$ cat src/rtl/adc_tag_pkg.sv
package adc_tag_pkg;

    localparam int SAMPLE_W   = 12;
    localparam int BLK_W      = 3;
    localparam int WORD_W     = 16;
    localparam int GROUP_SIZE = 4;

    // host offsets, low four address bits
    localparam logic [3:0] OFS_STATUS = 4'h8;
    localparam logic [3:0] OFS_DATA   = 4'hA;

    // status word layout
    localparam int ST_NE_BIT  = 0;
    localparam int ST_CH_LSB  = 1;
    localparam int ST_CH_W    = 5;
    localparam int ST_OVF_BIT = 6;

    // data word layout
    localparam int WD_CHIP_BIT = 15;
    localparam int WD_BLK_LSB  = 12;

    typedef enum logic [1:0] {
        CAP_WAIT_A = 2'd0,
        CAP_WAIT_B = 2'd1,
        CAP_PUSH   = 2'd2
    } cap_state_t;

    typedef struct packed {
        logic              sub;   // 0: channel A, 1: channel B
        logic [WORD_W-1:0] word;  // {chip, group, sample}
    } q_entry_t;

endpackage

$ cat src/rtl/adc_capture_seq.sv
module adc_capture_seq
    import adc_tag_pkg::*;
#(
    parameter int DEPTH = 8,
    parameter int CNT_W = $clog2(DEPTH + 1)
) (
    input  logic                clk,
    input  logic                rst_n,
    input  logic                step_valid,
    input  logic [SAMPLE_W-1:0] chip0_sample,
    input  logic [SAMPLE_W-1:0] chip1_sample,
    input  logic [CNT_W-1:0]    q_count,
    output logic                push,
    output q_entry_t            push_entry,
    output logic                drop
);

    localparam int IDX_W = $clog2(GROUP_SIZE);
    localparam logic [CNT_W-1:0] ROOM_LIMIT = CNT_W'(DEPTH - GROUP_SIZE);
    localparam logic [IDX_W-1:0] LAST_IDX   = IDX_W'(GROUP_SIZE - 1);

    cap_state_t          state_q, state_d;
    logic [IDX_W-1:0]    idx_q;
    logic [BLK_W-1:0]    blk_q;
    logic [SAMPLE_W-1:0] stage_q [GROUP_SIZE];
    logic                room;

    assign room = (q_count <= ROOM_LIMIT);

    // state register
    always_ff @(posedge clk) begin
        if (!rst_n) begin
            state_q <= CAP_WAIT_A;
        end else begin
            state_q <= state_d;
        end
    end

    // next state
    always_comb begin
        state_d = state_q;
        unique case (state_q)
            CAP_WAIT_A: if (step_valid) state_d = CAP_WAIT_B;
            CAP_WAIT_B: if (step_valid) state_d = room ? CAP_PUSH : CAP_WAIT_A;
            CAP_PUSH:   if (idx_q == LAST_IDX) state_d = CAP_WAIT_A;
            default:    state_d = CAP_WAIT_A;
        endcase
    end

    // staging: slot 2*k holds chip 0 of step k, slot 2*k+1 holds chip 1
    genvar gs;
    generate
        for (gs = 0; gs < GROUP_SIZE; gs++) begin : g_stage
            localparam bit IS_B    = (gs >= GROUP_SIZE / 2);
            localparam bit IS_CHIP1 = (gs % 2) == 1;
            always_ff @(posedge clk) begin
                if (!rst_n) begin
                    stage_q[gs] <= '0;
                end else if (step_valid &&
                             (state_q == (IS_B ? CAP_WAIT_B : CAP_WAIT_A))) begin
                    stage_q[gs] <= IS_CHIP1 ? chip1_sample : chip0_sample;
                end
            end
        end
    endgenerate

    // write index and group counter
    always_ff @(posedge clk) begin
        if (!rst_n) begin
            idx_q <= '0;
            blk_q <= '0;
        end else begin
            unique case (state_q)
                CAP_WAIT_A: idx_q <= '0;
                CAP_WAIT_B: idx_q <= '0;
                CAP_PUSH: begin
                    idx_q <= idx_q + 1'b1;
                    if (idx_q == LAST_IDX) blk_q <= blk_q + 1'b1;
                end
                default: idx_q <= '0;
            endcase
        end
    end

    // outputs
    always_comb begin
        push       = 1'b0;
        drop       = 1'b0;
        push_entry = '0;
        unique case (state_q)
            CAP_WAIT_A: ;
            CAP_WAIT_B: drop = step_valid && !room;
            CAP_PUSH: begin
                push                  = 1'b1;
                push_entry.sub        = idx_q[1];
                push_entry.word       = {idx_q[0], blk_q, stage_q[idx_q]};
            end
            default: ;
        endcase
    end


    blk_step_chk: assert property (@(posedge clk) disable iff (!rst_n)
        (state_q == CAP_PUSH && idx_q == LAST_IDX) |=> (blk_q == $past(blk_q) + 1'b1));


    drop_keeps_blk_chk: assert property (@(posedge clk) disable iff (!rst_n)
        drop |=> (blk_q == $past(blk_q) && state_q == CAP_WAIT_A));

endmodule

$ cat src/rtl/adc_tag_store.sv
module adc_tag_store
    import adc_tag_pkg::*;
#(
    parameter int DEPTH = 8,
    parameter int CNT_W = $clog2(DEPTH + 1)
) (
    input  logic             clk,
    input  logic             rst_n,
    input  logic             push,
    input  q_entry_t         push_entry,
    input  logic             pop,
    output q_entry_t         head,
    output logic             empty,
    output logic [CNT_W-1:0] count
);

    localparam int PTR_W = (DEPTH > 1) ? $clog2(DEPTH) : 1;
    localparam logic [PTR_W-1:0] PTR_LAST = PTR_W'(DEPTH - 1);

    q_entry_t         mem_q [DEPTH];
    logic [PTR_W-1:0] wr_ptr_q, rd_ptr_q;
    logic [CNT_W-1:0] count_q;

    function automatic logic [PTR_W-1:0] ptr_next(input logic [PTR_W-1:0] p);
        return (p == PTR_LAST) ? '0 : p + 1'b1;
    endfunction

    always_ff @(posedge clk) begin
        if (!rst_n) begin
            wr_ptr_q <= '0;
            rd_ptr_q <= '0;
            count_q  <= '0;
        end else begin
            if (push) wr_ptr_q <= ptr_next(wr_ptr_q);
            if (pop)  rd_ptr_q <= ptr_next(rd_ptr_q);
            unique case ({push, pop})
                2'b10:   count_q <= count_q + 1'b1;
                2'b01:   count_q <= count_q - 1'b1;
                default: count_q <= count_q;
            endcase
        end
    end

    always_ff @(posedge clk) begin
        if (push) mem_q[wr_ptr_q] <= push_entry;
    end

    assign head  = mem_q[rd_ptr_q];
    assign empty = (count_q == '0);
    assign count = count_q;


    count_bound_chk: assert property (@(posedge clk) disable iff (!rst_n)
        count_q <= CNT_W'(DEPTH));


    no_overflow_chk: assert property (@(posedge clk) disable iff (!rst_n)
        push |-> (count_q < CNT_W'(DEPTH)));


    no_underflow_chk: assert property (@(posedge clk) disable iff (!rst_n)
        pop |-> !empty);

endmodule

$ cat src/rtl/adc_host_regs.sv
module adc_host_regs
    import adc_tag_pkg::*;
#(
    parameter int ADDR_W = 4
) (
    input  logic              clk,
    input  logic              rst_n,
    input  logic [ADDR_W-1:0] reg_addr,
    input  logic              reg_rd,
    input  logic              reg_wr,
    input  logic              clr_bit,
    input  q_entry_t          head,
    input  logic              empty,
    input  logic              drop,
    output logic              pop,
    output logic [WORD_W-1:0] rdata
);

    localparam logic [ADDR_W-1:0] A_STATUS = ADDR_W'(OFS_STATUS);
    localparam logic [ADDR_W-1:0] A_DATA   = ADDR_W'(OFS_DATA);

    logic              ovf_q;
    logic              clr_req;
    logic [WORD_W-1:0] status_w;
    logic [WORD_W-1:0] rdata_q;

    assign clr_req = reg_wr && (reg_addr == A_STATUS) && clr_bit;
    assign pop     = reg_rd && (reg_addr == A_DATA) && !empty;

    always_comb begin
        status_w                         = '0;
        status_w[ST_NE_BIT]              = !empty;
        status_w[ST_CH_LSB +: ST_CH_W]   = empty ? '0
                                         : ST_CH_W'({head.word[WD_CHIP_BIT], head.sub});
        status_w[ST_OVF_BIT]             = ovf_q;
    end

    // sticky overflow: a new drop wins over a clear in the same cycle
    always_ff @(posedge clk) begin
        if (!rst_n) begin
            ovf_q <= 1'b0;
        end else if (drop) begin
            ovf_q <= 1'b1;
        end else if (clr_req) begin
            ovf_q <= 1'b0;
        end
    end

    always_ff @(posedge clk) begin
        if (!rst_n) begin
            rdata_q <= '0;
        end else if (reg_rd) begin
            if (reg_addr == A_STATUS)    rdata_q <= status_w;
            else if (reg_addr == A_DATA) rdata_q <= empty ? '0 : head.word;
            else                         rdata_q <= '0;
        end
    end

    assign rdata = rdata_q;


    empty_read_zero_chk: assert property (@(posedge clk) disable iff (!rst_n)
        (reg_rd && reg_addr == A_DATA && empty) |=> (rdata == '0));


    ovf_set_chk: assert property (@(posedge clk) disable iff (!rst_n)
        drop |=> ovf_q);


    ovf_sticky_chk: assert property (@(posedge clk) disable iff (!rst_n)
        (ovf_q && !clr_req) |=> ovf_q);


    rdata_hold_chk: assert property (@(posedge clk) disable iff (!rst_n)
        !reg_rd |=> $stable(rdata));

endmodule

$ cat src/rtl/adc_tag_fifo.sv
module adc_tag_fifo
    import adc_tag_pkg::*;
#(
    parameter int DEPTH  = 8,
    parameter int ADDR_W = 4
) (
    input  logic                clk,
    input  logic                rst_n,
    input  logic                step_valid,
    input  logic [SAMPLE_W-1:0] chip0_sample,
    input  logic [SAMPLE_W-1:0] chip1_sample,
    input  logic [ADDR_W-1:0]   reg_addr,
    input  logic                reg_rd,
    input  logic                reg_wr,
    input  logic [WORD_W-1:0]   reg_wdata,
    output logic [WORD_W-1:0]   reg_rdata
);

    localparam int CNT_W = $clog2(DEPTH + 1);

    logic             push, pop, drop, empty;
    q_entry_t         push_entry, head;
    logic [CNT_W-1:0] count;

    adc_capture_seq #(.DEPTH(DEPTH), .CNT_W(CNT_W)) u_capture (
        .clk          (clk),
        .rst_n        (rst_n),
        .step_valid   (step_valid),
        .chip0_sample (chip0_sample),
        .chip1_sample (chip1_sample),
        .q_count      (count),
        .push         (push),
        .push_entry   (push_entry),
        .drop         (drop)
    );

    adc_tag_store #(.DEPTH(DEPTH), .CNT_W(CNT_W)) u_store (
        .clk        (clk),
        .rst_n      (rst_n),
        .push       (push),
        .push_entry (push_entry),
        .pop        (pop),
        .head       (head),
        .empty      (empty),
        .count      (count)
    );

    adc_host_regs #(.ADDR_W(ADDR_W)) u_regs (
        .clk      (clk),
        .rst_n    (rst_n),
        .reg_addr (reg_addr),
        .reg_rd   (reg_rd),
        .reg_wr   (reg_wr),
        .clr_bit  (reg_wdata[ST_OVF_BIT]),
        .head     (head),
        .empty    (empty),
        .drop     (drop),
        .pop      (pop),
        .rdata    (reg_rdata)
    );


    group_room_chk: assert property (@(posedge clk) disable iff (!rst_n)
        (push && !$past(push)) |-> (count <= CNT_W'(DEPTH - GROUP_SIZE)));

endmodule

$ cat config.mk
export PLATFORM = sky130hd
export DESIGN_NAME = adc_tag_fifo
export DESIGN_NICKNAME = d
export VERILOG_FILES = /design/src/rtl/adc_tag_pkg.sv /design/src/rtl/adc_capture_seq.sv /design/src/rtl/adc_tag_store.sv /design/src/rtl/adc_host_regs.sv /design/src/rtl/adc_tag_fifo.sv
export SDC_FILE = /design/constraint.sdc
export NUM_CORES = 1
export LEC_CHECK = 0
export BUFFER_PORTS_ARGS = -buffer_cell sky130_fd_sc_hd__buf_2
export CORE_UTILIZATION = 54
export DETAILED_ROUTE_END_ITERATION = 10
export PLACE_DENSITY = 0.86
export SLEW_MARGIN = 20
export SYNTH_ARGS = -nofsm -noshare
export SYNTH_HDL_FRONTEND = slang
export SYNTH_SLANG_ARGS = --single-unit
$ cat constraint.sdc
create_clock -name clk -period 3 [get_ports clk]
set_clock_uncertainty 0.05 [all_clocks]
set_input_delay 0.75 -clock clk [delete_from_list [all_inputs] [get_ports clk]]
set_output_delay 0.75 -clock clk [all_outputs]
set_load 0.03 [all_outputs]
---- Yosys cells after proc, flatten, opt, wreduce, memory -nomap -nowiden ----
Memory sizes are Yosys's and may differ from the RTL's. A register that Yosys moved wholly into a read port is not among the register bits.
Cells that the tools add are included.
storage, ports and cells
  input bits .............................. 49
  flip-flop bits (word level) ............. 34
  memories ................................ 2
  RAM bits ................................ 184
  output and inout bits ................... 16
memories
  memory             words  bits a word  rd ports  clocked after memory_dff  wr ports  line                   text
  u_store.mem_q      8      17           1         1                         1         adc_tag_store.sv:20    q_entry_t mem_q [DEPTH];
  u_capture.stage_q  4      12           1         1                         4         adc_capture_seq.sv:25  logic [SAMPLE_W-1:0] stage_q [GROUP_SIZE];
cells by class
  reductions and logical operators ........ 16
  $lt $le $gt $ge ......................... 1
  bitwise logic cells ..................... 4
  multiplexer cells ....................... 33
  $add $sub $neg .......................... 6
  eq/ne operators ......................... 12
operators by type and width
  cell                   count
  $mux W12               4
  $mux W16               3
  $mux W17               1
  $mux W1                13
  $mux W2                6
  $mux W3                4
  $add A3 B1 Y3 const B  3
  $eq A4 B4 Y1 const B   2
  $pmux W4 S2            1
  $logic_and A1 B1 Y1    7
  $eq A2 B2 Y1 const B   3
  $eq A3 B3 Y1 const B   2
  $pmux W2 S3            1
  $add A4 B1 Y4 const B  1
  $eq A2 B1 Y1 const B   2
  $le A4 B3 Y1 const B   1
  $logic_not A4 Y1       1
  $ne A2 B2 Y1 const B   2
  $or A1 B1 Y1           4
  $reduce_and A2 Y1      2
  $reduce_bool A2 Y1     2
  $sub A4 B1 Y4 const B  1
  $reduce_and A3 Y1      1
  $add A2 B1 Y2 const B  1
  3 further kinds        4

---- Logic depth before layout (Yosys ltp) ----
Gate-level depths: netlist of run 1.
  word-level depth ........................ 6
  gate-level depth with buffers ........... 11
  mapped depth without buffers ............ 9

---- Hierarchy ----
From an unflattened synthesis of run 1, not the netlist that was laid out.
second synthesis, totals
  cell total of the unflattened synthesis .. 521
  area total of the unflattened synthesis .. 9153.8 um^2
by module, submodules not included
  module           sequential area each (um^2)  area an instance (um^2)  times used  cells each
  adc_tag_store    4344.2                       5870.6                   1           271
  adc_capture_seq  1581.5                       2528.7                   1           169
  adc_host_regs    340.3                        754.5                    1           81

---- Worst setup path after synthesis of run 1 ----
Ideal clock, no wire load.
  path kind ............................... reg-to-reg
  start point ............................. register u_capture.state_q[1]
  end point ............................... memory u_store.mem_q[0][0] (netlist name), enable pin
  cell stages (with the launch flop) ...... 6
  arrival time ............................ 2566 ps
  period minus slack after synthesis ...... 3051 ps
  buffers on the path ..................... 2
  library setup time ...................... 435 ps
  path slack .............................. -51 ps
  required time ........................... 2515 ps
  path through ............................ dfxtp_1 nor2b_1 clkbuf_1 inv_1 buf_2 nor4_1
on the way
  longest elaborated chain between the ends .. 4
ends and longest elaborated chain
  item                           line                   text
  from (decl)                    adc_capture_seq.sv:22  cap_state_t state_q, state_d;
  from (signal assigned)         adc_capture_seq.sv:35  state_q <= state_d;
  $eq A2 B2 Y1                   adc_capture_seq.sv:90  unique case (state_q)
  $mux W1                        adc_capture_seq.sv:90
  $mux W1                        adc_tag_store.sv:45    if (push) mem_q[wr_ptr_q] <= push_entry;
  $mux W1 (not written as such)  adc_tag_store.sv:45
  to (decl)                      adc_tag_store.sv:20
No other way between the ends.

---- Final worst setup path of run 1 ----
  start point ............................. register u_store.count_q[0] (netlist: u_store.count[0])
  end point ............................... register u_store.count_q[2] (netlist: u_store.count[2])
on the way
  longest elaborated chain between the ends .. 5
  elaborated cells between the ends (all ways) .. 9
  classes of those cells .................. add/sub (2); eq/ne (2); mux (1); reduce/logical (4)
ends and longest elaborated chain
  item                                                      line                 text
  from (decl)                                               adc_tag_store.sv:22  logic [CNT_W-1:0] count_q;
  from (signal assigned)                                    adc_tag_store.sv:37  2'b10: count_q <= count_q + 1'b1;
  from (signal assigned)                                    adc_tag_store.sv:38  2'b01: count_q <= count_q - 1'b1;
  from (signal assigned)                                    adc_tag_store.sv:39  default: count_q <= count_q;
  $logic_not A4 Y1 (*)                                      adc_tag_store.sv:49  assign empty = (count_q == '0);
  $logic_not A1 Y1 (*)                                      adc_host_regs.sv:28  assign pop = reg_rd && (reg_addr == A_DATA) && !empty;
  $logic_and A1 B1 Y1 (*)                                   adc_host_regs.sv:28
  named net pop                                             adc_tag_fifo.sv:21   logic push, pop, drop, empty;
  $eq A2 B1 Y1 / $eq A2 B2 Y1 (equally long branches)       adc_tag_store.sv:36  unique case ({push, pop})
  $pmux W4 S2 / $reduce_bool A2 Y1 (equally long branches)  n/a
The timed path passes the listed nets; every way through them passes the cells marked *.
A chain may end at the register's enable or synchronous reset.

==> impl.org, run 1 <==
** Cells and area
- Area taken by multi-input logic gates :: 2486 um2
- Growth of design area from synthesis to finish :: 14.69%
- The final layout contains 643 nets.
- The sequential cells in the finished layout cover a total of about 6300 um2.
- Number of antenna diodes :: 0
- After filler insertion, the fill cell instance count of the layout stands at roughly 1100.
- Final design utilization :: 63.73%
- In the final layout, the share of cells above drive strength 1 is 27.74%.
- Non-filler cells, final :: 818

** Critical path
- WP data arrival :: 2.88 ns
- Launching element of the worst setup path :: u_store.count[0]
- Max Fanout on Critical Path :: 10
- For the worst setup path, the data required time is 3.38 ns.
- The setup path with the least slack is of type register to register.
- Setup crit end kind :: register
- Startpoint type of the worst setup path :: register
- In this run the critical register-to-register path is launched from u_store.count[0].

** Detailed routing
- DRC :: 0
- In the final routed layout, each cell accounts on average for approximately 20 um.
- For this block, the via count after detailed routing is 4658.
- In this run the remaining antenna-violating nets after routing total 0.
- The first routing iteration left approximately 430 violations.
- Detailed-route wire length :: 16320 um
- Vias per inst :: 5.694
- For this run, the detailed router's first-pass iteration total came to 5.

** Pwr
- Clock network fraction of total power :: 42.5%
- Net switching is 19.83% of the power.
- Power Density :: between 600 and 700 nW/um2
- Relative contribution of combinational cells to total power :: 3.4%
- Maximum vdd drop :: roughly 0.47 mV
- Internal power :: 5047 uW
- In this run, flip-flops and latches consume roughly 54% of the power.
- Static leakage :: approximately 0.0036 uW
- Summed over all nets, the switching power comes to 1248 uW.

** Clocking
- Clock Sinks :: 221
- Once the clock tree was built, the resizer swapped 0 gates to a different size.
- TritonCTS clock tree :: done
- In this run the number of H-tree levels came out at 1.
- In this run the post-CTS setup repair buffer count came out at 0.
- Clock-pin slew was measured on the worst setup and hold paths at 0.06 ns.
- Skew-Pair Late Insertion Delay :: 0.49 ns
- Counting the buffers created by CTS gives 22.
- CTS Hold Buffers Added :: 0
- The tree is rooted in a sky130_fd_sc_hd__clkbuf_16.
- Buffer depth of the longest clock path :: 3

** Die
- The floorplan step set the die width to 130.3 um.
- Std cell rows :: 46
- Ports placed on the boundary :: 65
- Placeable Area :: 16000 um2
- The die covers around 17000 um2.
- Die Height :: around 130 um
- Initial core utilization :: 55.57%

** Logic synthesis
- Flop and latch count out of synthesis :: 221
- Synth Area per Inst :: 17.20 um2
- In the synthesized netlist the async set-or-reset flop fraction comes to 0%.
- The share of the Yosys chip area taken by registers is 70.48%.
- Cell taking the most area after synthesis :: sky130_fd_sc_hd__edfxtp_1
- The number of nets in the synthesized netlist is 574.
- Yosys top cell area share :: 62.14%
- Yosys warning total :: 0
- In the synthesized netlist the dominant register cell turns out to be sky130_fd_sc_hd__edfxtp_1.
- Most repeated cell in the gate-level netlist after synthesis :: sky130_fd_sc_hd__edfxtp_1
- Synthesis handed over a netlist of 517 instances.
- By area the synthesized netlist is led by sky130_fd_sc_hd__edfxtp_1 (62%), sky130_fd_sc_hd__mux4_2 (12%), sky130_fd_sc_hd__dfxtp_1 (8.3%).
- Counting flops with a built-in enable in the synthesized netlist gives 184.
- Counting instances in the post-synthesis netlist gives the leading cell types as sky130_fd_sc_hd__edfxtp_1 (184), sky130_fd_sc_hd__and2_1 (66), sky130_fd_sc_hd__mux4_2 (46).
- Cell area after synthesis :: slightly below 9000 um2
- Yosys mapped the design onto 49 distinct sky130hd cell types.

** Place
- The congestion estimate from routability-driven global placement came to 0.7542.
- DP Cell Count :: 778
- Number of port buffers :: 49
- Detailed placement ended at an HPWL of 9932 um.

** GRT
- The total overflow left after global routing is 0.
- Global-route wire length before repair :: between 20000 and 30000 um
- The via count of the first global-routing pass was approximately 4900.
- Met1 Use GR :: a little over a quarter
- The layer flagged by global routing as most heavily used is met2.
- Largest net degree at the start of global routing :: 32
- The number of antenna violations at the first check in global routing was 0.
- Global routing used 20.69% of the available tracks across all layers.
- For this run, global-route usage on met3 was measured as 3.157%.
- For this run, global-route usage on met2 was measured as 36.01%.

** STA
- At the pin with the least slew margin, the transition time is 0.6624 ns.
- Setup violations remaining at the end of the flow were counted as 0.
- The worst path uses a little over four fifths of the clock period.
- Subtracting the final worst setup slack from the clock period gives 2.507 ns.
- In the final timing run, aggregate negative setup slack is 0 ns.
- The total count of hold-check failures in the final report came to 0.
- Highest attainable clock frequency :: 398.9 MHz
- Setup repair after global routing left no endpoint under its margin.
- Final count of pins violating max slew :: 0
- The worst pin sits at a relative slew slack of 55.78%.

** Job
- The tool flagged a number of max-cap violations equal to 0.

** Worst hold path
- Startpoint of the lowest-slack hold path :: u_regs.rdata[10]
- Classification of the worst-slack hold path :: register to register

** Status
- The flow ran to the end, and the final reports show no timing, DRC or antenna violations.
==> flip-flops by register name, summed over array words and instances (netlist names), named ones only <==
register	cells
u_store.mem_q	136
u_capture.stage_q	48
u_regs.rdata	16
u_store.count	4
u_capture.blk_q	3
u_store.rd_ptr_q	3
u_store.wr_ptr_q	3
u_capture.idx_q	2
u_capture.state_q	2
u_regs.ovf_q	1
==> power by group through the flow <==
stage / clock [uW] / sequential (uW) / combinational, uW
CTS: 2710 / 3410 / 216
finish: 2680 / 3410 / 213
detailed placement: 0 / 3470 / 214
global route: 2840 / 3410 / 234
global placement: 0 / 3470 / 203
floorplan: 0 / 3460 / 137
==> cell families after synthesis <==
logic type      share of synthesized area, %
compound gates                         2.238
xor+xnor                              0.4925
fa+ha+maj                              1.126
buf+inv                                1.998
flops                                  70.48
mux                                    14.02
simple gates                           9.654
==> stage by stage <==
step                      power (uW)  hold slack, ns  instance area (um2)  worst slack (ns)
after floorplan                 3601          0.3666                 8897            0.3927
after global placement          3669          0.3805                 9484            0.3042
after detailed placement        3687          0.3892                 9484            0.1562
after CTS                       6332          0.4033                10200            0.5497
after global routing            6482          0.4207                10200            0.3781
final                           6295          0.3935                10200            0.4933
==> layer usage <==
layer | part of all wire [%] | up-vias
met4 | 2.8 | 0
met5 | 0 | -
met2 | 52 | 155
met1 | 40 | 2331
li1 | - | 2131
met3 | 5.4 | 41
==> worst paths after layout <==
kind,depth (start not counted),endpoint,slack (ns)
max,9,u_store.count[2],0.49
min,2,u_regs.rdata[10],0.39
max reg2reg,9,u_store.count[2],0.49
min reg2reg,2,u_regs.rdata[10],0.39
==> area by class of cell <==
type	instances	area share, %
Clock buffer	31	6.245
Tap cell	216	2.650
Clock inverter	9	0.7485
Multi-Input combinational cell	263	24.38
Timing Repair Buffer	74	4.368
Inverter	4	0.1472
Sequential cell	221	61.46
==> worst max-delay path, stage by stage (launching register included) <==
cell and delay, ns:
sky130_fd_sc_hd__dfxtp_1 0.35, sky130_fd_sc_hd__or4_4 0.56, sky130_fd_sc_hd__nand3_2 0.15, sky130_fd_sc_hd__inv_2 0.07, sky130_fd_sc_hd__ha_1 0.30, sky130_fd_sc_hd__xor2_1 0.18
sky130_fd_sc_hd__ha_1 0.24, sky130_fd_sc_hd__nor4b_1 0.33, sky130_fd_sc_hd__o21ai_0 0.14, sky130_fd_sc_hd__nand4_1 0.08
==> cell usage in the layout (no fill, tap or decap), types with 6 or more instances in the layout <==
master and instances:
sky130_fd_sc_hd__a21oi_1 9, sky130_fd_sc_hd__and2_1 66, sky130_fd_sc_hd__nor2_1 16, sky130_fd_sc_hd__edfxtp_1 184
sky130_fd_sc_hd__nand2_1 27, sky130_fd_sc_hd__mux2i_1 21, sky130_fd_sc_hd__buf_4 24, sky130_fd_sc_hd__mux4_2 46
sky130_fd_sc_hd__nand4_1 6, sky130_fd_sc_hd__clkbuf_16 24, sky130_fd_sc_hd__buf_2 49, sky130_fd_sc_hd__ha_1 8
sky130_fd_sc_hd__o21ai_0 12, sky130_fd_sc_hd__clkbuf_1 6, sky130_fd_sc_hd__dfxtp_1 36
Note: power is estimated with default switching activity, not from simulation.
==> run 2, diff against run 1 <==
--- a/config.mk
+++ b/config.mk
@@ -5,10 +5,11 @@
 export SDC_FILE = /design/constraint.sdc
 export NUM_CORES = 1
 export LEC_CHECK = 0
+export ABC_AREA = 1
 export BUFFER_PORTS_ARGS = -buffer_cell sky130_fd_sc_hd__buf_2
-export CORE_UTILIZATION = 54
+export CORE_UTILIZATION = 60
 export DETAILED_ROUTE_END_ITERATION = 10
-export PLACE_DENSITY = 0.86
+export PLACE_DENSITY = 0.89
 export SLEW_MARGIN = 20
 export SYNTH_ARGS = -nofsm -noshare
 export SYNTH_HDL_FRONTEND = slang
==> constraint.sdc (replaced) <==
create_clock -name clk -period 2.6 [get_ports clk]
set_clock_uncertainty 0.05 [all_clocks]
set_input_delay 0.65 -clock clk [delete_from_list [all_inputs] [get_ports clk]]
set_output_delay 0.65 -clock clk [all_outputs]
set_load 0.03 [all_outputs]
==> impl.org, run 2 <==
** Pwr
- Relative contribution of combinational cells to total power :: 4.2% (+0.8 points)
- The share of total power consumed by net switching is 20.51% (+0.68 points).
- The highest ir drop seen on vdd was 0.6621 mV (+40%).
- Sequential Power Share :: 54.2% (about the same)
- Net switching power figure :: 1491 uW (+19%)
- The portion of total power attributed to the clock network came to 41.6% (-0.9 points).
- The overall power after layout came to 7272 uW (+16%).
- The cell area power density is 714.8 nW/um2 (+16%).
- The internal power component was 5781 uW (+15%).
- Static leakage :: 0.003752 uW (+3.7%)

** Die
- The die height came to 125.1 um (-4.0%).
- Initial core utilization :: 62.08% (+6.5 points)
- The core outline area is 14640 um2 (-8.5%).
- Std cell rows :: 44 (-4.3%)
- The horizontal extent of the die is 125.1 um (-4.0%).
- Die footprint :: 15650 um2 (-7.9%)
- Ports placed on the boundary :: 65 (unchanged)

** STA
- The fraction of the cycle the final worst path needs was 84.67% (+1.1 points).
- The setup-violating endpoint count in the final report was 0 (unchanged).
- Number of hold violations in the final report :: 0 (unchanged)
- Post-route setup TNS :: 0 ns (unchanged)
- Worst Tran Pin Value :: 0.7182 ns (+0.05579 ns)
- Final worst path period need :: 2.201 ns (-0.3053 ns)
- Worst max-slew margin expressed relative to the limit :: 52.12% (-3.7 points)
- Highest attainable clock frequency :: 454.2 MHz (+14%)
- Setup repair after global routing left no endpoint under its margin.
- The number of pins with negative max-slew slack in the final report is 0 (unchanged).

** Clocking
- TritonCTS built the clock tree.
- The level count of the clock H-tree came to 1 (unchanged).
- Buffer depth of the longest clock path :: 3 (unchanged)
- Clock-pin slew reported for the worst setup and hold paths after clock tree synthesis :: 0.06 ns (about the same)
- Total clock buffers created by CTS :: 22 (unchanged)
- Resized cells post-CTS :: 0 (unchanged)
- CTS Hold Buffers Added :: 0 (unchanged)
- Skew-Pair Late Insertion Delay :: 0.50 ns (about the same)
- Clock root buffer :: sky130_fd_sc_hd__clkbuf_16
- The total setup buffers inserted after CTS is 0 (unchanged).
- Clock Sinks :: 221 (unchanged)

** Place
- Number of port buffers :: 49 (unchanged)
- The instance area at placement was 9480 um2 (about the same).
- RePlAce Congestion :: 0.7592 (+0.66%)
- The placed wire-length estimate was 11250 um (+13%).

** Detailed routing
- Detailed-route wire length :: 19370 um (+19%)
- ANT nets after route :: 0 (unchanged)
- DRC :: 0 (unchanged)
- The count of TritonRoute iterations in the first routing pass came to 7 (+2).
- First DRT Iteration DRCs :: 581 (+34%)
- Average routed wire per standard cell :: 18.03 um (-9.6%)
- The via-per-instance ratio is 5.791 (+1.7%).
- The via total after detailed routing was 6219 (+34%).

** Logic synthesis
- Most repeated cell in the gate-level netlist after synthesis :: sky130_fd_sc_hd__nor2_1
- The number of enable flip-flop cells after synthesis was 184 (unchanged).
- Among all flip-flop cells after synthesis, the most frequent one is sky130_fd_sc_hd__edfxtp_1.
- Gate count of the mapped netlist :: 829 (+60%)
- The synthesized netlist net count is 886 (+54%).
- Cell taking the most area after synthesis :: sky130_fd_sc_hd__edfxtp_1
- Flop and latch count out of synthesis :: 221 (unchanged)
- The total number of yosys warnings is 0 (unchanged).
- The fraction of synthesis flops using an asynchronous set or reset pin was 0% (unchanged).
- Synth Area per Inst :: 10.97 um2 (-36%)
- Top post-synthesis cells by count :: sky130_fd_sc_hd__nor2_1 (240), sky130_fd_sc_hd__edfxtp_1 (184), sky130_fd_sc_hd__o21ai_0 (93)
- Cell area after synthesis :: 9091 um2 (+2.3%)
- The sequential fraction of the synthesis area came to 68.92% (-1.6 points).
- The unique cell type count in the Yosys netlist came to 32 (-35%).
- In the post-synthesis netlist, the biggest area contributors are sky130_fd_sc_hd__edfxtp_1 (61%), sky130_fd_sc_hd__nor2_1 (9.9%), sky130_fd_sc_hd__dfxtp_1 (8.1%).
- The portion of synthesized cell area occupied by the leading cell type was 60.78% (-1.4 points).

** Critical path
- The signal arrival time at the worst endpoint was 2.59 ns (-0.29 ns).
- The worst setup path is captured at a register.
- Largest stage delay, worst path :: 0.33 ns (-0.23 ns)
- Max Fanout on Critical Path :: 27 (+17)
- On the critical path, the stage with the largest delay is an instance of sky130_fd_sc_hd__dfxtp_1.
- By startpoint and endpoint, the worst setup path is classified as register to register.
- In this design, the critical path's most frequently occurring cell is sky130_fd_sc_hd__nand2_1.
- Traced cell by cell, the critical path runs through inv_1 > nor2_1 > inv_2 > ha_1 > xor2_1 > nand3_1 > nand2_1 > nand3_1 > nand2_1 > nand2_1 > nor2_1.
- Startpoint type of the worst setup path :: register
- The required arrival time at the worst endpoint is 2.99 ns (-0.39 ns).

** Cells and area
- Largest Register :: u_store.mem_q
- Final design utilization :: 69.47% (+5.7 points)
- The layout cell share with drive strength beyond 1 came to 11.91% (-16 points).
- Final instance area :: 10170 um2 (-0.23%)
- Commonest cells after routing, fill and taps aside :: sky130_fd_sc_hd__nor2_1 (240), sky130_fd_sc_hd__edfxtp_1 (184), sky130_fd_sc_hd__o21ai_0 (92), sky130_fd_sc_hd__inv_1 (56), sky130_fd_sc_hd__buf_2 (49)
- The library cell used most frequently in the layout, excluding fill and tap cells, is sky130_fd_sc_hd__nor2_1.
- The diode insertion count for antenna repair was 0 (unchanged).
- Flip-flop count of the largest register after layout :: 136 (unchanged)
- Growth of design area from synthesis to finish :: 11.90%
- Net count of the finished layout :: 932 (+45%)

** Worst hold path
- The min-delay analysis places its worst path in the category input pin to register.

** Job
- MaxCap Viol Count :: 0 (unchanged)

** GRT
- Largest net degree at the start of global routing :: 69 (+120%)
- Gr usage total :: 25.00% (+4.3 points)
- The global route total overflow was 0 (unchanged).
- Initial antenna violation count :: 0 (unchanged)
- Global-route wire length before repair :: 30100 um (+16%)
- The via count of the first global-routing pass was 5986 (+23%).

** Status
- Status :: finished, final reports clean
-- run 2: changes by cell type in the layout (fill, tap and decap cells not counted), sizes merged, moves of 24 or more --
cell / previous run / this run
nor2: 17 / 242
o21ai: 13 / 107
o211ai: 2 / 28
mux4: 46 / 0
nand3: 5 / 34
and2: 66 / 0
inv: 5 / 58
a21oi: 9 / 33
-- run 2: worst paths after layout --
check                        from                    to  slack [ns]  cells past startpoint
min reg2reg       u_regs.rdata[4]       u_regs.rdata[4]        0.41                      2
min                    step_valid  u_capture.state_q[0]        0.32                      2
max          u_capture.state_q[1]      u_store.count[3]        0.40                     11
max reg2reg  u_capture.state_q[1]      u_store.count[3]        0.40                     11
-- run 2: cell type report --
class	count	area, um2
Sequential cell	221	6267
Fill cell	976	4471
Multi-Input combinational cell	503	2346
Clock buffer	32	629.4
Timing Repair Buffer	68	412.9
Tap cell	184	230.2
Inverter	59	224.0
Clock inverter	7	63.81
-- run 2: power by group through the flow --
| stage | combinational, uW | clock [uW] | sequential (uW) |
|---|---|---|---|
| after detailed placement | 302 | 0 | 4020 |
| after global routing | 348 | 3180 | 3950 |
| after floorplan | 198 | 0 | 4020 |
| after CTS | 306 | 3030 | 3940 |
| after global placement | 287 | 0 | 4010 |
| final | 307 | 3020 | 3940 |
-- run 2: metrics by stage --
stage                     instances  hold WS (ns)  setup slack [ns]
final                          1074        0.3241            0.3986
after global placement         1035        0.4010            0.4640
after floorplan                 829        0.3983            0.3383
after global routing           1074        0.3144            0.2325
after CTS                      1074        0.3083            0.4519
after detailed placement       1035        0.4020            0.3574
-- run 2: cells by family after synthesis --
family	count (synthesis)	share of synthesized area [%]
buffers and inverters	105	5.312
and+or+nand+nor	320	13.98
adders and majority gates	8	1.101
AOI/OAI and AO/OA	172	10.39
xor gates and xnor gates	3	0.2891
DFF	221	68.92
-- run 2: worst max-delay path, delay by kind of cell, from the launching register on --
kind / cells / cell delay (ns)
simple gates: 7 / 0.85
fa+ha+maj: 1 / 0.33
flops: 1 / 0.33
xor+xnor: 1 / 0.23
buf+inv: 2 / 0.35
-- run 2: layer usage --
metal | vias up | GRT usage [%] | wire [um]
met4 | 0 | 8.608 | 481
met1 | 2922 | 31.89 | 7597
met5 | - | 0 | 0
met2 | 317 | 44.00 | 9839
met3 | 41 | 3.594 | 1447
li1 | 2939 | - | -
==> run 3, diff against run 2 <==
--- a/config.mk
+++ b/config.mk
@@ -5,11 +5,11 @@
 export SDC_FILE = /design/constraint.sdc
 export NUM_CORES = 1
 export LEC_CHECK = 0
-export ABC_AREA = 1
+export ABC_AREA = 0
 export BUFFER_PORTS_ARGS = -buffer_cell sky130_fd_sc_hd__buf_2
-export CORE_UTILIZATION = 60
+export CORE_UTILIZATION = 54
 export DETAILED_ROUTE_END_ITERATION = 10
-export PLACE_DENSITY = 0.89
+export PLACE_DENSITY = 0.86
 export SLEW_MARGIN = 20
 export SYNTH_ARGS = -nofsm -noshare
 export SYNTH_HDL_FRONTEND = slang
==> constraint.sdc (replaced) <==
create_clock -name clk -period 2.01 [get_ports clk]
set_clock_uncertainty 0.05 [all_clocks]
set_input_delay 0.5025 -clock clk [delete_from_list [all_inputs] [get_ports clk]]
set_output_delay 0.5025 -clock clk [all_outputs]
set_load 0.03 [all_outputs]
==> impl.org, run 3 (synthesized netlist as in run 1, its figures left out) <==
** Status
- The flow ran to the end, but the final reports show violations.
- Violations in the final reports :: setup timing

** Cells and area
- The filler cell count was 1066 (+9.2%).
- Sequential cell area :: 6269 um2 (about the same)
- Area taken by multi-input logic gates :: 2555 um2 (+8.9%)
- From synthesis to final layout, the design area changed by 18.58%.
- Fraction of layout cells with a size suffix above 1 :: 31.41% (+20 points)
- Commonest non-fill, non-tap cell in the layout :: sky130_fd_sc_hd__edfxtp_1
- The diode insertion count for antenna repair came to 0 (unchanged).
- The non-filler instance count after layout came to 840 (-22%).
- Commonest cells after routing, fill and taps aside :: sky130_fd_sc_hd__edfxtp_1 (184), sky130_fd_sc_hd__and2_1 (66), sky130_fd_sc_hd__buf_2 (49), sky130_fd_sc_hd__mux4_2 (46), sky130_fd_sc_hd__buf_4 (41)
- Final instance area :: 10540 um2 (+3.6%)
- Final design utilization :: 65.89% (-3.6 points)
- Largest Register :: u_store.mem_q
- The number of nets in the layout was 665 (-29%).
- The flip-flop count of the largest register after layout was 136 (unchanged).

** STA
- Highest attainable clock frequency :: 468.6 MHz (+3.2%)
- Part of the cycle the worst path needs :: 106.2% (+22 points)
- Number of hold violations in the final report :: 0 (unchanged)
- The setup-violating endpoint count in the final report came to 2 (+2).
- Worst Tran Pin Value :: 0.8273 ns (+0.1091 ns)
- The minimum period implied by the final worst setup slack was 2.134 ns (-0.06732 ns).
- Final count of pins violating max slew :: 0 (unchanged)
- Setup repair after global routing missed its margin :: true
- Worst-case setup margin in the final layout :: -0.1241 ns (-0.5227 ns)
- The worst relative slew slack was 44.79% (-7.3 points).

** Place
- RePlAce Congestion :: 0.7647 (+0.72%)
- The placed cell count came to 797 (-23%).
- The worst slack at placement came to -0.2439 ns (-0.6013 ns).
- Sum of net half-perimeters after detailed placement :: 10650 um (-5.3%)
- The instance area at placement came to 9739 um2 (+2.7%).
- Number of port buffers :: 49 (unchanged)

** GRT
- The total routing usage reported by global routing was 21.91% (-3.1 points).
- The maximum number of pins on one net before global-route repair is 32 (-54%).
- Vias in the first global route :: 5151 (-14%)
- The global-route wire length before repair is 27310 um (-9.3%).
- The number of antenna violations at the first check in global routing came to 0 (unchanged).
- Final global-route overflow total :: 0 (unchanged)

** Critical path
- Setup crit end kind :: register
- Worst Setup Path Type :: register to register
- In this design, the largest share of critical-path delay is due to simple AND/OR/NAND/NOR gates.
- The largest individual stage delay along the critical path comes from the cell sky130_fd_sc_hd__or4_4.
- The required arrival time at the worst endpoint came to 2.34 ns (-0.65 ns).
- The critical path buffer and inverter count was 1 (-1).
- Max Fanout on Critical Path :: 4 (-85%)
- WP data arrival :: 2.46 ns (-0.13 ns)
- Largest stage delay, worst path :: 0.55 ns (+0.22 ns)
- Cell-by-cell trace of the critical path :: or4_4 > nand3_4 > inv_4 > ha_4 > xor2_1 > ha_2 > and4b_1 > o21ai_1 > nand4_1
- The worst setup path is launched from a register.

** Clocking
- TritonCTS built the clock tree.
- Clock root buffer :: sky130_fd_sc_hd__clkbuf_16
- Skew-Pair Late Insertion Delay :: 0.50 ns (about the same)
- Total clock buffers created by CTS :: 22 (unchanged)
- The number of buffers between clock root and the deepest sink is 3 (unchanged).
- H-tree depth :: 1 (unchanged)
- Clock Sinks :: 221 (unchanged)
- Clock-pin slew reported for the worst setup and hold paths after clock tree synthesis :: 0.06 ns (about the same)

** Detailed routing
- Average routed wire per standard cell :: 20.43 um (+13%)
- First DRT Iteration DRCs :: 361 (-38%)
- The via total after detailed routing was 4815 (-23%).
- Vias per inst :: 5.732 (-1.0%)
- The count of nets left with antenna violations after detail routing was 0 (unchanged).
- Detailed-route wire length :: 17160 um (-11%)
- The count of TritonRoute iterations in the first routing pass was 5 (-2).
- DRC :: 0 (unchanged)

** Die
- Placeable Area :: 16000 um2 (+9.3%)
- The die height came to 130.3 um (+4.2%).
- Std cell rows :: 46 (+4.5%)
- Die footprint :: 16980 um2 (+8.5%)
- The I/O pin count came to 65 (unchanged).
- The horizontal extent of the die was 130.3 um (+4.2%).
- Initial core utilization :: 55.57% (-6.5 points)

** Job
- MaxCap Viol Count :: 0 (unchanged)

** Pwr
- Maximum vdd drop :: 0.6969 mV (+5.3%)
- Sequential Power Share :: 52.7% (-1.5 points)
- Power Density :: 916.1 nW/um2 (+28%)
- Clock network fraction of total power :: 43.6% (+2.0 points)
- Internal power :: 7784 uW (+35%)
- Static leakage :: 0.003766 uW (+0.36%)
- Switching Share :: 19.41% (-1.1 points)
- Relative contribution of combinational cells to total power :: 3.8% (-0.4 points)
- The total net switching power came to 1874 uW (+26%).
- Total power after layout :: 9658 uW (+33%)

** Worst hold path
- Classification of the worst-slack hold path :: input pin to register
==> run 3: changes by cell type in the layout (fill, tap and decap cells not counted), sizes merged, moves of 5 or more <==
cell | before | now
nand2 | 37 | 27
o21ai | 107 | 13
nor3 | 2 | 7
nand4 | 1 | 6
and2 | 0 | 66
nand3 | 34 | 5
a21oi | 33 | 9
buf | 68 | 96
inv | 58 | 4
mux2i | 0 | 21
o211ai | 28 | 2
nand2b | 0 | 5
nor2 | 242 | 17
mux4 | 0 | 46
==> run 3: timing repair <==
action	CTS	global route
setup buffers	2	1
gates resized for setup	3	2
setup endpoints to repair	27	3
pin swaps	4	1
hold buffers	0	0
hold endpoints to repair	0	0
==> run 3: worst paths after layout <==
kind	endpoint	slack, ns	from	cells past startpoint
setup / recovery	u_store.count[2]	-0.12	u_store.count[0]	9
hold / removal	u_capture.stage_q[1][4]	0.24	chip1_sample[4]	2
setup reg to reg	u_store.count[2]	-0.12	u_store.count[0]	9
hold reg to reg	u_regs.rdata[12]	0.40	u_regs.rdata[12]	2
==> run 3: cell type report <==
cell class / instances / area share [%]
Clock buffer: 29 / 5.958
Clock inverter: 11 / 1.234
Inverter: 4 / 0.1662
Multi-Input combinational cell: 263 / 24.23
Sequential cell: 221 / 59.46
Tap cell: 216 / 2.563
Timing Repair Buffer: 96 / 6.385
==> run 3: power by group through the flow <==
stage | combinational, uW | sequential [uW] | clock [uW]
after global routing | 397 | 5100 | 4450
after global placement | 337 | 5170 | 0
after detailed placement | 356 | 5180 | 0
after CTS | 362 | 5090 | 4260
after floorplan | 214 | 5170 | 0
final | 363 | 5090 | 4210
==> run 3: metal layers <==
layer  up-vias  track usage [%]  part of all wire [%]
li1       2175                -                     -
met1      2439            26.97                    39
met2       162            39.11                    53
met3        39            3.280                   5.1
met4         0            8.550                   3.2
met5         -                0                     0
==> run 3: through the flow <==
stage               TNS [ns]  hold WS (ns)
floorplan             -4.773        0.3666
global placement      -1.037        0.3864
detailed placement    -7.283        0.3937
CTS                  -0.1681        0.2380
global route         -0.3752        0.2411
finish               -0.1789        0.2420
